<file path="src/rtl/dma_regfile_pkg.sv">
package dma_regfile_pkg;
  typedef enum logic [1:0] {
    XM_DEMAND  = 2'd0,
    XM_SINGLE  = 2'd1,
    XM_BLOCK   = 2'd2,
    XM_CASCADE = 2'd3
  } xfer_mode_e;

  // Mirrors data bits 7:2 of a mode write
  typedef struct packed {
    logic [1:0] xmode;
    logic       dec;
    logic       auto_init;
    logic [1:0] xtype;
  } chan_mode_t;

  localparam logic [3:0] IDX_CMD    = 4'd8;
  localparam logic [3:0] IDX_REQ    = 4'd9;
  localparam logic [3:0] IDX_SMASK  = 4'd10;
  localparam logic [3:0] IDX_MODE   = 4'd11;
  localparam logic [3:0] IDX_CLRPTR = 4'd12;
  localparam logic [3:0] IDX_MRST   = 4'd13;
  localparam logic [3:0] IDX_UNMASK = 4'd14;
  localparam logic [3:0] IDX_AMASK  = 4'd15;
endpackage

</file>
<file path="src/rtl/dma_byte_ptr.sv">
module dma_byte_ptr (
  input  logic clk_i,
  input  logic rst_ni,
  input  logic toggle_i,
  input  logic clear_i,
  output logic hi_o
);
  always_ff @(posedge clk_i or negedge rst_ni) begin
    if (!rst_ni)       hi_o <= 1'b0;
    else if (clear_i)  hi_o <= 1'b0;
    else if (toggle_i) hi_o <= ~hi_o;
  end
endmodule

</file>
<file path="src/rtl/dma_chan_regs.sv">
module dma_chan_regs
  import dma_regfile_pkg::*;
#(
  parameter int REG_W  = 16,
  parameter int DATA_W = 8
) (
  input  logic              clk_i,
  input  logic              rst_ni,
  input  logic              wr_addr_i,
  input  logic              wr_cnt_i,
  input  logic              wr_mode_i,
  input  logic              mode_clr_i,
  input  logic              hi_i,
  input  logic [DATA_W-1:0] wdata_i,
  output logic [REG_W-1:0]  base_addr_o,
  output logic [REG_W-1:0]  base_cnt_o,
  output chan_mode_t        mode_o
);
  localparam int HI_W = REG_W - DATA_W;

  always_ff @(posedge clk_i or negedge rst_ni) begin
    if (!rst_ni) begin
      base_addr_o <= '0;
      base_cnt_o  <= '0;
    end else begin
      if (wr_addr_i) begin
        if (hi_i) base_addr_o[REG_W-1:DATA_W] <= wdata_i[HI_W-1:0];
        else      base_addr_o[DATA_W-1:0]     <= wdata_i;
      end
      if (wr_cnt_i) begin
        if (hi_i) base_cnt_o[REG_W-1:DATA_W] <= wdata_i[HI_W-1:0];
        else      base_cnt_o[DATA_W-1:0]     <= wdata_i;
      end
    end
  end

  always_ff @(posedge clk_i or negedge rst_ni) begin
    if (!rst_ni)         mode_o <= '0;
    else if (mode_clr_i) mode_o <= '0;
    else if (wr_mode_i)  mode_o <= chan_mode_t'(wdata_i[7:2]);
  end
endmodule

</file>
<file path="src/rtl/dma_ctrl_regs.sv">
module dma_ctrl_regs
  import dma_regfile_pkg::*;
#(
  parameter int NUM_CH = 4,
  parameter int DATA_W = 8
) (
  input  logic              clk_i,
  input  logic              rst_ni,
  input  logic              wr_i,
  input  logic [3:0]        idx_i,
  input  logic [DATA_W-1:0] wdata_i,
  input  logic              stat_rd_i,
  input  logic [NUM_CH-1:0] tc_i,
  output logic [NUM_CH-1:0] mask_o,
  output logic [NUM_CH-1:0] req_o,
  output logic [DATA_W-1:0] cmd_o,
  output logic [NUM_CH-1:0] tc_o
);
  localparam int CH_W = (NUM_CH > 1) ? $clog2(NUM_CH) : 1;

  logic mrst;
  logic [CH_W-1:0] sel;
  logic [NUM_CH-1:0] sel_oh;

  assign mrst = wr_i && (idx_i == IDX_MRST);
  assign sel  = wdata_i[CH_W-1:0];

  always_comb begin
    sel_oh = '0;
    for (int c = 0; c < NUM_CH; c++) sel_oh[c] = (sel == CH_W'(c));
  end

  always_ff @(posedge clk_i or negedge rst_ni) begin
    if (!rst_ni) begin
      mask_o <= '1;
      req_o  <= '0;
      cmd_o  <= '0;
    end else if (mrst) begin
      mask_o <= '1;
      req_o  <= '0;
      cmd_o  <= '0;
    end else if (wr_i) begin
      unique case (idx_i)
        IDX_CMD:    cmd_o  <= wdata_i;
        IDX_REQ:    req_o  <= wdata_i[2] ? (req_o | sel_oh) : (req_o & ~sel_oh);
        IDX_SMASK:  mask_o <= wdata_i[2] ? (mask_o | sel_oh) : (mask_o & ~sel_oh);
        IDX_UNMASK: mask_o <= '0;
        IDX_AMASK:  mask_o <= wdata_i[NUM_CH-1:0];
        default: ;
      endcase
    end
  end

  // New pulses win over the clear-on-read
  always_ff @(posedge clk_i or negedge rst_ni) begin
    if (!rst_ni)        tc_o <= '0;
    else if (mrst)      tc_o <= '0;
    else if (stat_rd_i) tc_o <= tc_i;
    else                tc_o <= tc_o | tc_i;
  end
endmodule

</file>
<file path="src/rtl/dma_regfile.sv">
module dma_regfile
  import dma_regfile_pkg::*;
#(
  parameter int NUM_CH = 4,
  parameter int REG_W  = 16,
  parameter int DATA_W = 8
) (
  input  logic                     clk_i,
  input  logic                     rst_ni,
  input  logic [3:0]               idx_i,
  input  logic [DATA_W-1:0]        wdata_i,
  input  logic                     wr_i,
  input  logic                     rd_i,
  output logic [DATA_W-1:0]        rdata_o,
  input  logic [NUM_CH*REG_W-1:0]  cur_addr_i,
  input  logic [NUM_CH*REG_W-1:0]  cur_cnt_i,
  input  logic [NUM_CH-1:0]        tc_i,
  input  logic [NUM_CH-1:0]        drq_i,
  output logic [NUM_CH*REG_W-1:0]  base_addr_o,
  output logic [NUM_CH*REG_W-1:0]  base_cnt_o,
  output logic [NUM_CH*2-1:0]      xfer_type_o,
  output logic [NUM_CH-1:0]        auto_init_o,
  output logic [NUM_CH-1:0]        addr_dec_o,
  output logic [NUM_CH*2-1:0]      xfer_mode_o,
  output logic [NUM_CH-1:0]        mask_o,
  output logic [NUM_CH-1:0]        sw_req_o,
  output logic [DATA_W-1:0]        cmd_o
);
  localparam int CH_W   = (NUM_CH > 1) ? $clog2(NUM_CH) : 1;
  localparam int HI_W   = REG_W - DATA_W;
  localparam int NPORTS = 2 * NUM_CH;

  logic chan_port, ptr_hi, ptr_clr, mrst, stat_rd;
  logic [NUM_CH-1:0] tc_q;
  logic [NUM_CH-1:0] wr_mode_ch;

  assign chan_port = ({28'd0, idx_i} < NPORTS);
  assign mrst      = wr_i && (idx_i == IDX_MRST);
  assign ptr_clr   = mrst || (wr_i && (idx_i == IDX_CLRPTR));
  assign stat_rd   = rd_i && (idx_i == IDX_CMD);

  dma_byte_ptr u_ptr (
    .clk_i    (clk_i),
    .rst_ni   (rst_ni),
    .toggle_i ((wr_i || rd_i) && chan_port),
    .clear_i  (ptr_clr),
    .hi_o     (ptr_hi)
  );

  always_comb begin
    for (int c = 0; c < NUM_CH; c++)
      wr_mode_ch[c] = wr_i && (idx_i == IDX_MODE) && (wdata_i[CH_W-1:0] == CH_W'(c));
  end

  for (genvar c = 0; c < NUM_CH; c++) begin : g_ch
    chan_mode_t mode;
    dma_chan_regs #(.REG_W(REG_W), .DATA_W(DATA_W)) u_regs (
      .clk_i       (clk_i),
      .rst_ni      (rst_ni),
      .wr_addr_i   (wr_i && (idx_i == 4'(2*c))),
      .wr_cnt_i    (wr_i && (idx_i == 4'(2*c+1))),
      .wr_mode_i   (wr_mode_ch[c]),
      .mode_clr_i  (mrst),
      .hi_i        (ptr_hi),
      .wdata_i     (wdata_i),
      .base_addr_o (base_addr_o[c*REG_W +: REG_W]),
      .base_cnt_o  (base_cnt_o[c*REG_W +: REG_W]),
      .mode_o      (mode)
    );
    assign xfer_type_o[2*c +: 2] = mode.xtype;
    assign auto_init_o[c]        = mode.auto_init;
    assign addr_dec_o[c]         = mode.dec;
    assign xfer_mode_o[2*c +: 2] = mode.xmode;
  end

  dma_ctrl_regs #(.NUM_CH(NUM_CH), .DATA_W(DATA_W)) u_ctrl (
    .clk_i     (clk_i),
    .rst_ni    (rst_ni),
    .wr_i      (wr_i),
    .idx_i     (idx_i),
    .wdata_i   (wdata_i),
    .stat_rd_i (stat_rd),
    .tc_i      (tc_i),
    .mask_o    (mask_o),
    .req_o     (sw_req_o),
    .cmd_o     (cmd_o),
    .tc_o      (tc_q)
  );

  logic [REG_W-1:0] rd_word;
  logic [DATA_W-1:0] status;

  always_comb begin
    rd_word = '0;
    for (int c = 0; c < NUM_CH; c++) begin
      if (idx_i == 4'(2*c))   rd_word = cur_addr_i[c*REG_W +: REG_W];
      if (idx_i == 4'(2*c+1)) rd_word = cur_cnt_i[c*REG_W +: REG_W];
    end
    status = '0;
    for (int c = 0; c < NUM_CH; c++) begin
      status[c]   = tc_q[c];
      status[4+c] = drq_i[c] | sw_req_o[c];
    end
    rdata_o = '0;
    if (rd_i) begin
      if (chan_port)
        rdata_o = ptr_hi ? DATA_W'(rd_word[REG_W-1:DATA_W]) : rd_word[DATA_W-1:0];
      else if (idx_i == IDX_CMD)
        rdata_o = status;
    end
  end
endmodule

</file>
<file path="config.mk">
export PLATFORM = sky130hd
export DESIGN_NAME = dma_regfile
export DESIGN_NICKNAME = d
export VERILOG_FILES = /design/src/rtl/dma_regfile_pkg.sv /design/src/rtl/dma_byte_ptr.sv /design/src/rtl/dma_chan_regs.sv /design/src/rtl/dma_ctrl_regs.sv /design/src/rtl/dma_regfile.sv
export SDC_FILE = /design/constraint.sdc
export NUM_CORES = 1
export LEC_CHECK = 0
export BUFFER_PORTS_ARGS = -buffer_cell sky130_fd_sc_hd__buf_4
export CORE_MARGIN = 10
export CORE_UTILIZATION = 53
export DETAILED_ROUTE_END_ITERATION = 8
export GPL_TIMING_DRIVEN = 0
export PLACE_DENSITY_LB_ADDON = 0.3
export RECOVER_POWER = 25
export SYNTH_ARGS = -nofsm -noshare
export SYNTH_HDL_FRONTEND = slang
export SYNTH_SLANG_ARGS = --single-unit
</file>
<file path="constraint.sdc">
create_clock -name clk_i -period 3.2 [get_ports clk_i]
set_input_delay 0.8 -clock clk_i [delete_from_list [all_inputs] [get_ports clk_i]]
set_output_delay 0.8 -clock clk_i [all_outputs]
set_load 0.02 [all_outputs]
</file>
==> impl_metrics.csv, run 1 <==
group,metric,value,unit
pwr,pwr-share-seq,38.0,%
route,dr.pass1.iters,5,
worst_setup_path,arrival,2.45,ns
grt,grt_max_degree,88,
worst_setup_path,path_cells,"buf_8 -> buf_12 -> buf_8 -> and2_1 -> buf_6 -> a221oi_1 -> a21oi_1 -> a211o_1 -> o311a_1 -> buf_4",
pwr,total_power,8.13,mW
run_status,failed_checks,"capacitance limit, slew limit, setup timing",
worst_setup_path,slowest_stage,"a221oi_1",
cells_and_area,fillCellCount,1049,
pwr,leakagePower,6.07,nW
placed_design,dp_hpwl,25100,µm
worst_setup_path,path_class,"input port to output pin",
synth,synth_top_area_cell,"dfrtp_1",
route,wire_per_inst,25.7,µm
sta,setup_violations,4,
sta,max_slew_margin,-42.7,%
clocking,cts_max_level,4,
sta,setup_ws,-0.0473,ns
pwr,p_int,5.19,mW
worst_setup_path,start_kind,"input port",
worst_setup_path,critPathCaptureType,"output pin",
synth,synth_area,8540,µm²
synth,synth_seq_area_share,50.8,%
clocking,clkLatencyLatePin,0.43,ns
grt,grt_pass1_vias,8022,
job,drv_cap,1,
sta,hold_violations,0,
route,drt_iter0_drc,621,
grt,grt_first_pass_wirelength,49300,µm
cells_and_area,finalNetCount,1238,
pwr,clock_power_share,24.6,%
clocking,cts_buffer_depth,2,
worst_hold_path,hold_path.class,"flop to flop",
placed_design,dpl_cell_area,11300,µm²
floorplan,ios,328,
synth,synth-edff-count,0,
floorplan,die_h,147,µm
cells_and_area,layout-drive-gt1-share,53.6,%
route,num_vias,7690,
placed_design,gp_congestion,0.936,
pwr,power_density,668,nW/µm²
grt,grt_overflow,0,
sta,slew_viol_final,88,
synth,synth_ff_type,"dfrtp_1",
synth,ys_seq_elements,173,
sta,fin_setup_tns,-0.100,ns
grt,grt_util_all_layers,29.6,%
clocking,clockRootBuffer,"clkbuf_16",
sta,skew,0.0190,ns
grt,antenna_found_initial,0,
route,ant_nets,0,
synth,yosys_warnings,0,
worst_setup_path,max_stage_delay,0.36,ns
worst_setup_path,crit_fanout,7,
clocking,cts_buffers,17,
pwr,switching_power,2.95,mW
sta,period_minus_slack,3.25,ns
synth,mappedNetlistNets,877,
placed_design,io_buffer_count,324,
route,vias_per_cell,5.85,
clocking,cts_sinks,173,
synth,yosysTopAreaCellShare,49.5,%
synth,yosysUniqueCellTypes,67,
floorplan,start_util,53.9,%
route,drt-total-wl,33800,µm
floorplan,dieArea,21600,µm²
clocking,cts_tree,"yes",
synth,synth.avg_cell_area,11.8,µm²
run_status,status,"finished with violations",
clocking,clkTransAtPathRegs,0.07,ns
cells_and_area,stdcell_area,12200,µm²
worst_setup_path,worstPathRequired,2.40,ns
sta,max_freq,308,MHz
synth,synth_area_leaders,"dfrtp_1 50%, mux2_2 15%, mux2i_1 4.0%, a21oi_1 2.3%, o21ai_0 2.3%",
sta,rsz0062_at_grt,"true",
sta,tightest_slew,2.14,ns
pwr,combPwrFrac,37.3,%
floorplan,die_w,147,µm
synth,synth_cells,725,
clocking,postCtsHoldBufs,0,
sta,fin_crit_sh,101,%
cells_and_area,area_growth,42.8,%
worst_setup_path,crit_path_frequent_cell,"buf_8",
floorplan,row_count,46,
pwr,swShare,36.2,%
floorplan,core_area,15800,µm²
pwr,ir_drop,0.549,mV
route,drc_errors,0,
synth,ys_async_sr_fraction,100,%
placed_design,dpl.cell_count,1266,
cells_and_area,antenna-diode-count,0,
cells_and_area,stdcell_count,1315,
[kinds of logic (layout without fill, tap and decap cells)]
family          count (synthesis)  count (layout)  synth area share (%)
simple gates                  168             168                  11.2
flops                         173             173                  50.8
mux                           155             155                  20.7
compound gates                164             164                  12.8
buf+inv                        65             439                  4.53
[area by class of cell]
class | instances | area, µm² | share of cell area (%)
buffer | 57 | 443 | 3.63
clock buffer | 18 | 429 | 3.52
clock inverter | 14 | 140 | 1.15
inverter | 6 | 22.5 | 0.185
multi-input combinational | 487 | 3920 | 32.1
sequential | 173 | 4330 | 35.6
tap | 216 | 270 | 2.22
timing repair buffer | 344 | 2630 | 21.6
[layout by cell type, fill, tap and decap left out, types with 5 or more instances in the layout]
master     instances
a211oi_1           6
a21oi_1           38
a221oi_1           6
a22o_1            11
a22oi_1           14
a31oi_1            7
and3_1             8
buf_2             10
buf_4            344
buf_6             15
clkbuf_1          18
clkbuf_16         17
dfrtp_1          169
inv_1              6
inv_8              6
mux2_2           110
mux2_4             7
mux2i_1           34
nand2_1           44
nand2_2            7
nand3_1           14
nor2_1            46
nor2_4             5
o21ai_0           36
[synth_stat cells (5+ instances only)]
cell,count
mux2i_1,34
a221oi_1,8
a22oi_1,14
mux2_4,7
mux2_2,110
nand2_2,7
and3_1,9
nand2_1,44
o21ai_0,39
nand3_1,14
nor2_1,47
nand2b_1,5
buf_2,15
a21oi_1,40
a31oi_1,7
dfrtp_1,169
clkbuf_1,21
nor2b_1,6
buf_6,9
a22o_1,11
inv_1,6
buf_4,12
a211oi_1,10
[state kept, by name (all words and copies together), names as in the netlist]
name / flops
g_ch.u_regs.base_addr_o: 64
g_ch.u_regs.base_cnt_o: 64
g_ch.u_regs.mode_o: 24
u_ctrl.cmd_o: 8
u_ctrl.mask_o: 4
u_ctrl.req_o: 4
u_ctrl.tc_o: 4
u_ptr.hi_o: 1
[metrics by stage]
| step | util [%] | hold slack [ns] | setup slack [ns] |
|---|---|---|---|
| 3_3_place_gp | 71.0 | 0.458 | -0.286 |
| 5_1_grt | 77.0 | 0.509 | -0.0563 |
| 4_1_cts | 76.1 | 0.403 | -0.00557 |
| 3_5_place_dp | 71.2 | 0.472 | -0.267 |
| 6_report | 77.0 | 0.491 | -0.0473 |
| 2_1_floorplan | - | 0.477 | 0.166 |
[routing by layer]
layer	wire length [µm]	vias up	global-route usage [%]
met5	0	-	0
met4	1570	0	13.9
met3	2950	93	8.69
met2	17300	441	52.2
met1	11900	3804	32.0
li1	-	3352	-
[timing repair]
action / CTS / global route
pin swaps: 9 / 13
gates resized for setup: 29 / 30
setup endpoints to repair: 6 / 7
buffers inserted: 8 / 10
gates cloned: 1 / 0
endpoints found under the hold margin: 0 / 0
[critical path, delay by kind of cell]
family	cells	cell delay (ns)
buffers and inverters	5	0.68
AO/OA/AOI/OAI	4	0.82
AND/OR/NAND/NOR	1	0.14
[power by group through the flow]
stage | clock [mW] | combinational, mW | sequential [mW]
final | 2.00 | 3.04 | 3.09
after CTS | 2.02 | 3.03 | 3.09
after floorplan | 0 | 0.798 | 3.77
after detailed placement | 0 | 2.99 | 3.11
after global placement | 0 | 2.93 | 3.07
after global routing | 2.11 | 3.19 | 3.15
[worst paths after layout]
kind	slack, ns	from	end	cells past startpoint
setup / recovery	-0.05	idx_i[0]	rdata_o[6]	10
hold / removal	0.49	g_ch[0].u_regs.base_cnt_o[2]	g_ch[0].u_regs.base_cnt_o[2]	2
setup reg to reg	1.38	u_ptr.hi_o	g_ch[2].u_regs.base_addr_o[5]	5
hold reg to reg	0.49	g_ch[0].u_regs.base_cnt_o[2]	g_ch[0].u_regs.base_cnt_o[2]	2
max in group asynchronous	0.54	rst_ni	g_ch[1].u_regs.base_addr_o[15]	2
min in group asynchronous	0.98	rst_ni	g_ch[3].u_regs.base_addr_o[5]	1
No activity file was read; power rests on OpenSTA's default activity.
==> run 2, diff against run 1 <==
--- a/config.mk
+++ b/config.mk
@@ -6,8 +6,10 @@
 export NUM_CORES = 1
 export LEC_CHECK = 0
 export BUFFER_PORTS_ARGS = -buffer_cell sky130_fd_sc_hd__buf_4
+export CELL_PAD_IN_SITES_DETAIL_PLACEMENT = 0
+export CELL_PAD_IN_SITES_GLOBAL_PLACEMENT = 1
 export CORE_MARGIN = 10
-export CORE_UTILIZATION = 53
+export CORE_UTILIZATION = 41
 export DETAILED_ROUTE_END_ITERATION = 8
 export GPL_TIMING_DRIVEN = 0
 export PLACE_DENSITY_LB_ADDON = 0.3
==> run 2 against run 1 <==
Effect of this change: the flow still finishes with violations (capacitance limit, slew limit, setup timing); largest power group unchanged; clock skew fell by 0.015 ns; critical endpoint is now rdata_o[0]; final cell count rose by 3.5%; critical path depth fell by 2; setup slack improved by 0.042 ns; global-route usage fell by 5.7 points; highest routed layer unchanged; die area rose by 25%; cell area barely moved; combinational power barely moved; first-iteration DRC count fell by 21%; wire length fell by 0.52%.
==> impl_metrics.csv, run 2 (synthesized netlist as in run 1, its figures left out) <==
group,metric,value,unit
pwr,p_int,5.17,mW
sta,rsz0062_at_grt,"true",
route,drt-total-wl,33600,µm
pwr,leakagePower,5.99,nW
placed_design,dp_slack,-0.482,ns
clocking,clockRootBuffer,"clkbuf_16",
cells_and_area,register_area,4330,µm²
placed_design,gp_congestion,0.927,
floorplan,start_util,41.9,%
cells_and_area,area_growth,42.8,%
pwr,pwr-share-seq,38.6,%
clocking,cts_max_level,4,
cells_and_area,antenna-diode-count,0,
grt,antenna_found_initial,0,
floorplan,row_count,52,
sta,period_minus_slack,3.21,ns
run_status,failed_checks,"capacitance limit, slew limit, setup timing",
placed_design,dp_hpwl,25600,µm
cells_and_area,layout-drive-gt1-share,53.4,%
clocking,cts_buffer_depth,2,
grt,grt_pass1_vias,7810,
grt,grt_overflow,0,
pwr,total_power,7.97,mW
clocking,cts_buffers,17,
worst_setup_path,arrival,2.41,ns
worst_setup_path,max_stage_delay,0.41,ns
sta,slew_viol_final,67,
floorplan,die_w,164,µm
sta,setup_ws,-0.00562,ns
worst_setup_path,crit_fanout,10,
route,vias_per_cell,5.42,
floorplan,dieArea,27000,µm²
route,ant_nets,0,
pwr,switching_power,2.80,mW
floorplan,ios,328,
worst_setup_path,r2r_slack,1.37,ns
pwr,ir_drop,0.527,mV
worst_setup_path,critPathCaptureType,"output pin",
worst_setup_path,slowest_stage,"a311oi_4",
grt,grt_first_pass_wirelength,49000,µm
cells_and_area,finalNetCount,1232,
pwr,power_density,654,nW/µm²
sta,max_slew_margin,-9.88,%
worst_setup_path,worstReg2RegEnd,"g_ch[3].u_regs.base_addr_o[3]",
cells_and_area,layout_common_cells,"340 x buf_4, 169 x dfrtp_1, 110 x mux2_2",
pwr,swShare,35.1,%
pwr,combPwrFrac,37.8,%
route,num_vias,7378,
worst_setup_path,worstPathRequired,2.40,ns
worst_setup_path,r2r_cells,5,
clocking,clkTransAtPathRegs,0.06,ns
placed_design,io_buffer_count,324,
worst_hold_path,holdPathStages,2,
sta,max_freq,312,MHz
floorplan,core_area,20400,µm²
floorplan,die_h,164,µm
cells_and_area,mostFrequentLayoutCell,"buf_4",
sta,fin_crit_sh,100,%
worst_hold_path,hold_path.class,"flop to flop",
worst_setup_path,crit_buf_inv,4,
sta,skew,0.00438,ns
route,drt_iter0_drc,492,
route,dr.pass1.iters,5,
grt,grt_util_all_layers,23.9,%
pwr,clock_power_share,23.6,%
job,drv_cap,1,
placed_design,dpl_cell_area,11300,µm²
worst_setup_path,start_kind,"input port",
cells_and_area,largest_registers,"g_ch.u_regs.base_addr_o: 64 flops, g_ch.u_regs.base_cnt_o: 64 flops, g_ch.u_regs.mode_o: 24 flops",
grt,grt_max_degree,109,
run_status,status,"finished with violations",
sta,setup_violations,1,
clocking,cts_sinks,173,
clocking,clkLatencyLatePin,0.42,ns
sta,tightest_slew,1.65,ns
route,wire_per_inst,24.7,µm
worst_setup_path,path_class,"input port to output pin",
route,drc_errors,0,
cells_and_area,multiInputGateArea,3960,µm²
clocking,cts_tree,"yes",
sta,hold_violations,0,
worst_hold_path,hold_end,"u_ctrl.mask_o[2]",
worst_hold_path,min_from,"u_ctrl.mask_o[2]",
cells_and_area,fillCellCount,1759,
worst_setup_path,timing.rr.start,"u_ptr.hi_o",
worst_setup_path,path_cells,"buf_6 -> buf_2 -> clkbuf_4 -> nand3_1 -> nand3_1 -> o21bai_2 -> a311oi_4 -> buf_6",
worst_setup_path,cp_top_family,"buffers and inverters",
cells_and_area,stdcell_area,12200,µm²
[run 2: layer usage]
metal | vias up | global-route usage [%] | routed length [µm]
met4 | 0 | 8.85 | 1220
met3 | 66 | 7.73 | 3080
met1 | 3597 | 26.4 | 12600
met5 | - | 0 | 0
met2 | 376 | 42.0 | 16600
li1 | 3339 | - | -
[run 2: worst register-to-register path, cell delays in order, from the launching register on]
cell	delay (ns)
dfrtp_1	0.39
buf_2	0.20
nand2b_1	0.28
nor2_4	0.27
nand2_2	0.23
mux2_2	0.34
[run 2: through the flow]
stage	hold WS, ns	util, %	setup TNS [ns]	instances
floorplan	0.477	-	0	725
global placement	0.456	55.5	-1.31	1319
detailed placement	0.471	55.7	-1.21	1320
CTS	0.335	59.1	0	1354
global route	0.502	59.9	-0.0145	1361
finish	0.477	59.9	-0.00562	1361
[run 2: power groups by stage]
stage / clock, mW / combinational [mW] / sequential (mW)
floorplan: 0 / 0.798 / 3.77
global placement: 0 / 2.97 / 3.07
detailed placement: 0 / 2.99 / 3.10
CTS: 1.92 / 3.03 / 3.07
global route: 2.01 / 3.19 / 3.15
finish: 1.88 / 3.01 / 3.07
[run 2: layout make-up]
class	count	area share, %
Sequential cell	173	35.5
Multi-Input combinational cell	487	32.5
Timing Repair Buffer	339	21.0
Clock buffer	21	3.78
Buffer	56	3.65
Tap cell	270	2.77
Clock inverter	9	0.534
Inverter	6	0.215
[run 2: repair_timing]
item | in CTS | in global routing
resized for setup | 32 | 30
setup endpoints to repair | 7 | 6
hold buffers | 0 | 0
pin swaps | 5 | 11
buffers inserted | 5 | 9
[run 2: worst max-delay path by stage]
stage / start / endpoint / slack, ns / cells after the start
2_1_floorplan: idx_i[2] / rdata_o[0] / 0.17 / 6
3_3_place_gp: idx_i[2] / rdata_o[0] / -0.51 / 8
3_5_place_dp: idx_i[2] / rdata_o[0] / -0.48 / 8
4_1_cts: idx_i[0] / rdata_o[0] / 0.01 / 9
5_1_grt: idx_i[0] / rdata_o[0] / -0.01 / 9
6_report: idx_i[2] / rdata_o[0] / -0.006 / 8
==> run 3, diff against run 2 <==
--- a/config.mk
+++ b/config.mk
@@ -5,11 +5,13 @@
 export SDC_FILE = /design/constraint.sdc
 export NUM_CORES = 1
 export LEC_CHECK = 0
+export ABC_AREA = 1
 export BUFFER_PORTS_ARGS = -buffer_cell sky130_fd_sc_hd__buf_4
 export CELL_PAD_IN_SITES_DETAIL_PLACEMENT = 0
 export CELL_PAD_IN_SITES_GLOBAL_PLACEMENT = 1
 export CORE_MARGIN = 10
-export CORE_UTILIZATION = 41
+export CORE_UTILIZATION = 38
+export CTS_BUF_LIST = sky130_fd_sc_hd__clkbuf_4 sky130_fd_sc_hd__clkbuf_8
 export DETAILED_ROUTE_END_ITERATION = 8
 export GPL_TIMING_DRIVEN = 0
 export PLACE_DENSITY_LB_ADDON = 0.3
==> run 3 against run 2 <==
Effect of this change: the flow finishes with violations (capacitance limit, slew limit); first-iteration DRC count increased by 53%; via count increased by 5.6%; sequential share of layout area rose by 3.1 points; flip-flop and latch count stayed put; wire length down 5.8%; worst hold slack gained 0.013 ns; critical endpoint is now rdata_o[2]; highest routed layer unchanged.
==> impl_metrics.csv, run 3 <==
group,metric,value,unit
run_status,status,"finished with violations",
run_status,failed_checks,"capacitance limit, slew limit",
sta,setup_ws,0.103,ns
placed_design,gp_congestion,0.930,
clocking,cts_sinks,173,
synth,synth_ff_type,"dfrtp_1",
cells_and_area,largest_registers,"g_ch.u_regs.base_addr_o: 64 flops, g_ch.u_regs.base_cnt_o: 64 flops, g_ch.u_regs.mode_o: 24 flops",
floorplan,die_h,164,µm
grt,grt_first_pass_wirelength,47000,µm
floorplan,start_util,38.6,%
cells_and_area,layout-drive-gt1-share,32.6,%
synth,yosysUniqueCellTypes,33,
synth,synth_area,7840,µm²
pwr,swShare,39.5,%
clocking,cts_max_level,4,
pwr,p_int,5.47,mW
floorplan,ios,328,
synth,synth_area_leaders,"dfrtp_1 54%, nand2_1 16%, o21ai_0 11%, inv_1 3.0%, nor2_1 2.8%",
grt,grt_overflow,0,
route,drc_errors,0,
pwr,clock_power_share,19.3,%
sta,period_minus_slack,3.10,ns
synth,yosys_warnings,0,
cells_and_area,antenna-diode-count,0,
sta,max_slew_margin,-30.0,%
sta,slew_viol_final,79,
route,drt_iter0_drc,752,
clocking,clockRootBuffer,"clkbuf_8",
worst_setup_path,critPathCaptureType,"output pin",
sta,tightest_slew,1.95,ns
cells_and_area,layout_common_cells,"336 x buf_4, 322 x nand2_1, 169 x dfrtp_1",
pwr,combPwrFrac,42.4,%
grt,grt_util_all_layers,22.9,%
sta,hold_violations,0,
synth,yosysTopAreaCellShare,53.9,%
worst_setup_path,crit_fanout,8,
sta,skew,0.00916,ns
synth,synth_top_area_cell,"dfrtp_1",
clocking,cts_tree,"yes",
floorplan,dieArea,26800,µm²
worst_setup_path,r2r_slack,1.36,ns
cells_and_area,mostFrequentLayoutCell,"buf_4",
grt,antenna_found_initial,0,
route,num_vias,7794,
worst_setup_path,start_kind,"input port",
sta,setup_violations,0,
sta,fin_setup_tns,0,ns
floorplan,core_area,20300,µm²
pwr,total_power,9.05,mW
grt,grt_max_degree,97,
floorplan,row_count,52,
placed_design,dp_hpwl,24600,µm
pwr,power_density,806,nW/µm²
route,dr.pass1.iters,5,
placed_design,dp_slack,-0.218,ns
placed_design,io_buffer_count,326,
synth,ys_async_sr_fraction,100,%
synth,synth.avg_cell_area,8.09,µm²
cells_and_area,area_growth,43.1,%
clocking,cts_buffer_depth,2,
pwr,leakagePower,5.82,nW
clocking,cts_buffers,17,
clocking,clkLatencyLatePin,0.46,ns
route,wire_per_inst,19.7,µm
synth,synth-edff-count,0,
route,vias_per_cell,4.86,
pwr,ir_drop,0.570,mV
clocking,clkTransAtPathRegs,0.08,ns
worst_hold_path,hold_path.class,"flop to flop",
worst_setup_path,arrival,2.30,ns
worst_setup_path,path_class,"input port to output pin",
cells_and_area,fillCellCount,1976,
synth,ys_seq_elements,173,
synth,synthMostInstantiatedCell,"nand2_1",
synth,mappedNetlistNets,1122,
cells_and_area,finalNetCount,1474,
synth,synth_commonest_cells,"328 x nand2_1, 169 x dfrtp_1, 165 x o21ai_0",
pwr,pwr-share-seq,38.3,%
synth,synth_cells,970,
grt,grt_pass1_vias,7752,
pwr,switching_power,3.57,mW
cells_and_area,final_util,55.3,%
synth,synth_seq_area_share,55.3,%
route,drt-total-wl,31600,µm
sta,max_freq,323,MHz
floorplan,die_w,164,µm
worst_setup_path,worstPathRequired,2.40,ns
sta,fin_crit_sh,96.8,%
job,drv_cap,1,
route,ant_nets,0,
## run 3: timing repair
action / in CTS / in global routing
cloned: 0 / 0
pin swaps: 3 / 4
endpoints found under the setup margin: 8 / 7
resized for setup: 12 / 15
buffers inserted: 4 / 4
hold endpoints to repair: 0 / 0
hold buffers: 0 / 0
## run 3: power groups by stage
stage / Clock [mW] / Sequential, mW / Combinational (mW)
after detailed placement: 0 / 3.48 / 3.89
after global placement: 0 / 3.47 / 3.84
after CTS: 1.78 / 3.46 / 3.90
after global routing: 1.88 / 3.56 / 4.16
after floorplan: 0 / 4.42 / 0.910
final: 1.75 / 3.47 / 3.83
## run 3: per-stage QoR
stage / instance area, µm² / hold slack, ns / cells
global placement: 10600 / 0.466 / 1566
finish: 11200 / 0.489 / 1604
detailed placement: 10700 / 0.471 / 1567
global route: 11200 / 0.515 / 1604
floorplan: 7840 / 0.481 / 970
CTS: 11200 / 0.306 / 1601
## run 3: path summary, 6_finish.rpt
| kind | start | endpoint | cells past startpoint |
|---|---|---|---|
| worst min-delay path | g_ch[3].u_regs.base_cnt_o[4] | g_ch[3].u_regs.base_cnt_o[4] | 2 |
| min in group asynchronous | rst_ni | g_ch[3].u_regs.base_addr_o[9] | 1 |
| worst max-delay path | idx_i[1] | rdata_o[2] | 16 |
| worst min register to register | g_ch[3].u_regs.base_cnt_o[4] | g_ch[3].u_regs.base_cnt_o[4] | 2 |
| max in group asynchronous | rst_ni | g_ch[3].u_regs.mode_o[3] | 2 |
| worst max register to register | u_ptr.hi_o | g_ch[0].u_regs.base_addr_o[15] | 6 |
## run 3: area by class of cell
| class | instances | area [µm²] | area share [%] |
|---|---|---|---|
| flip-flops and latches | 173 | 4330 | 38.6 |
| multi-input cells | 675 | 3090 | 27.5 |
| repair buffers | 335 | 2520 | 22.4 |
| well taps | 270 | 338 | 3.01 |
| inverters | 77 | 292 | 2.60 |
| clock buffers | 20 | 275 | 2.45 |
| plain buffers | 43 | 195 | 1.74 |
| clock inverters | 11 | 181 | 1.62 |
## run 3: kinds of logic (layout without fill, tap and decap cells)
logic type,Yosys count,after routing,synth area share (%)
AO/OA/AOI/OAI,204,204,13.4
AND/OR/NAND/NOR,470,470,25.1
buffers and inverters,122,486,6.19
flip-flops,173,173,55.3
XOR/XNOR,1,1,0.112
## run 3: worst max-delay path, stage by stage
cell and delay [ns]:
buf_6 0.11, inv_2 0.06, nor2_4 0.20, nand2_4 0.11, buf_4 0.15, buf_4 0.12
nand3_1 0.07, nand2_1 0.05, nand2_1 0.05, nand2_1 0.05, nand3_1 0.10, nand2_1 0.07
nand3_1 0.09, nand2_1 0.08, inv_1 0.06, buf_4 0.13
## run 3: layer usage
metal | up-vias | routed length, µm | GRT usage (%) | share of wire (%)
met5 | - | 0 | 0 | 0
met1 | 3653 | 12800 | 27.4 | 40
met2 | 271 | 15400 | 38.3 | 49
met4 | 0 | 781 | 7.84 | 2.5
met3 | 39 | 2660 | 7.32 | 8.4
li1 | 3831 | - | - | -
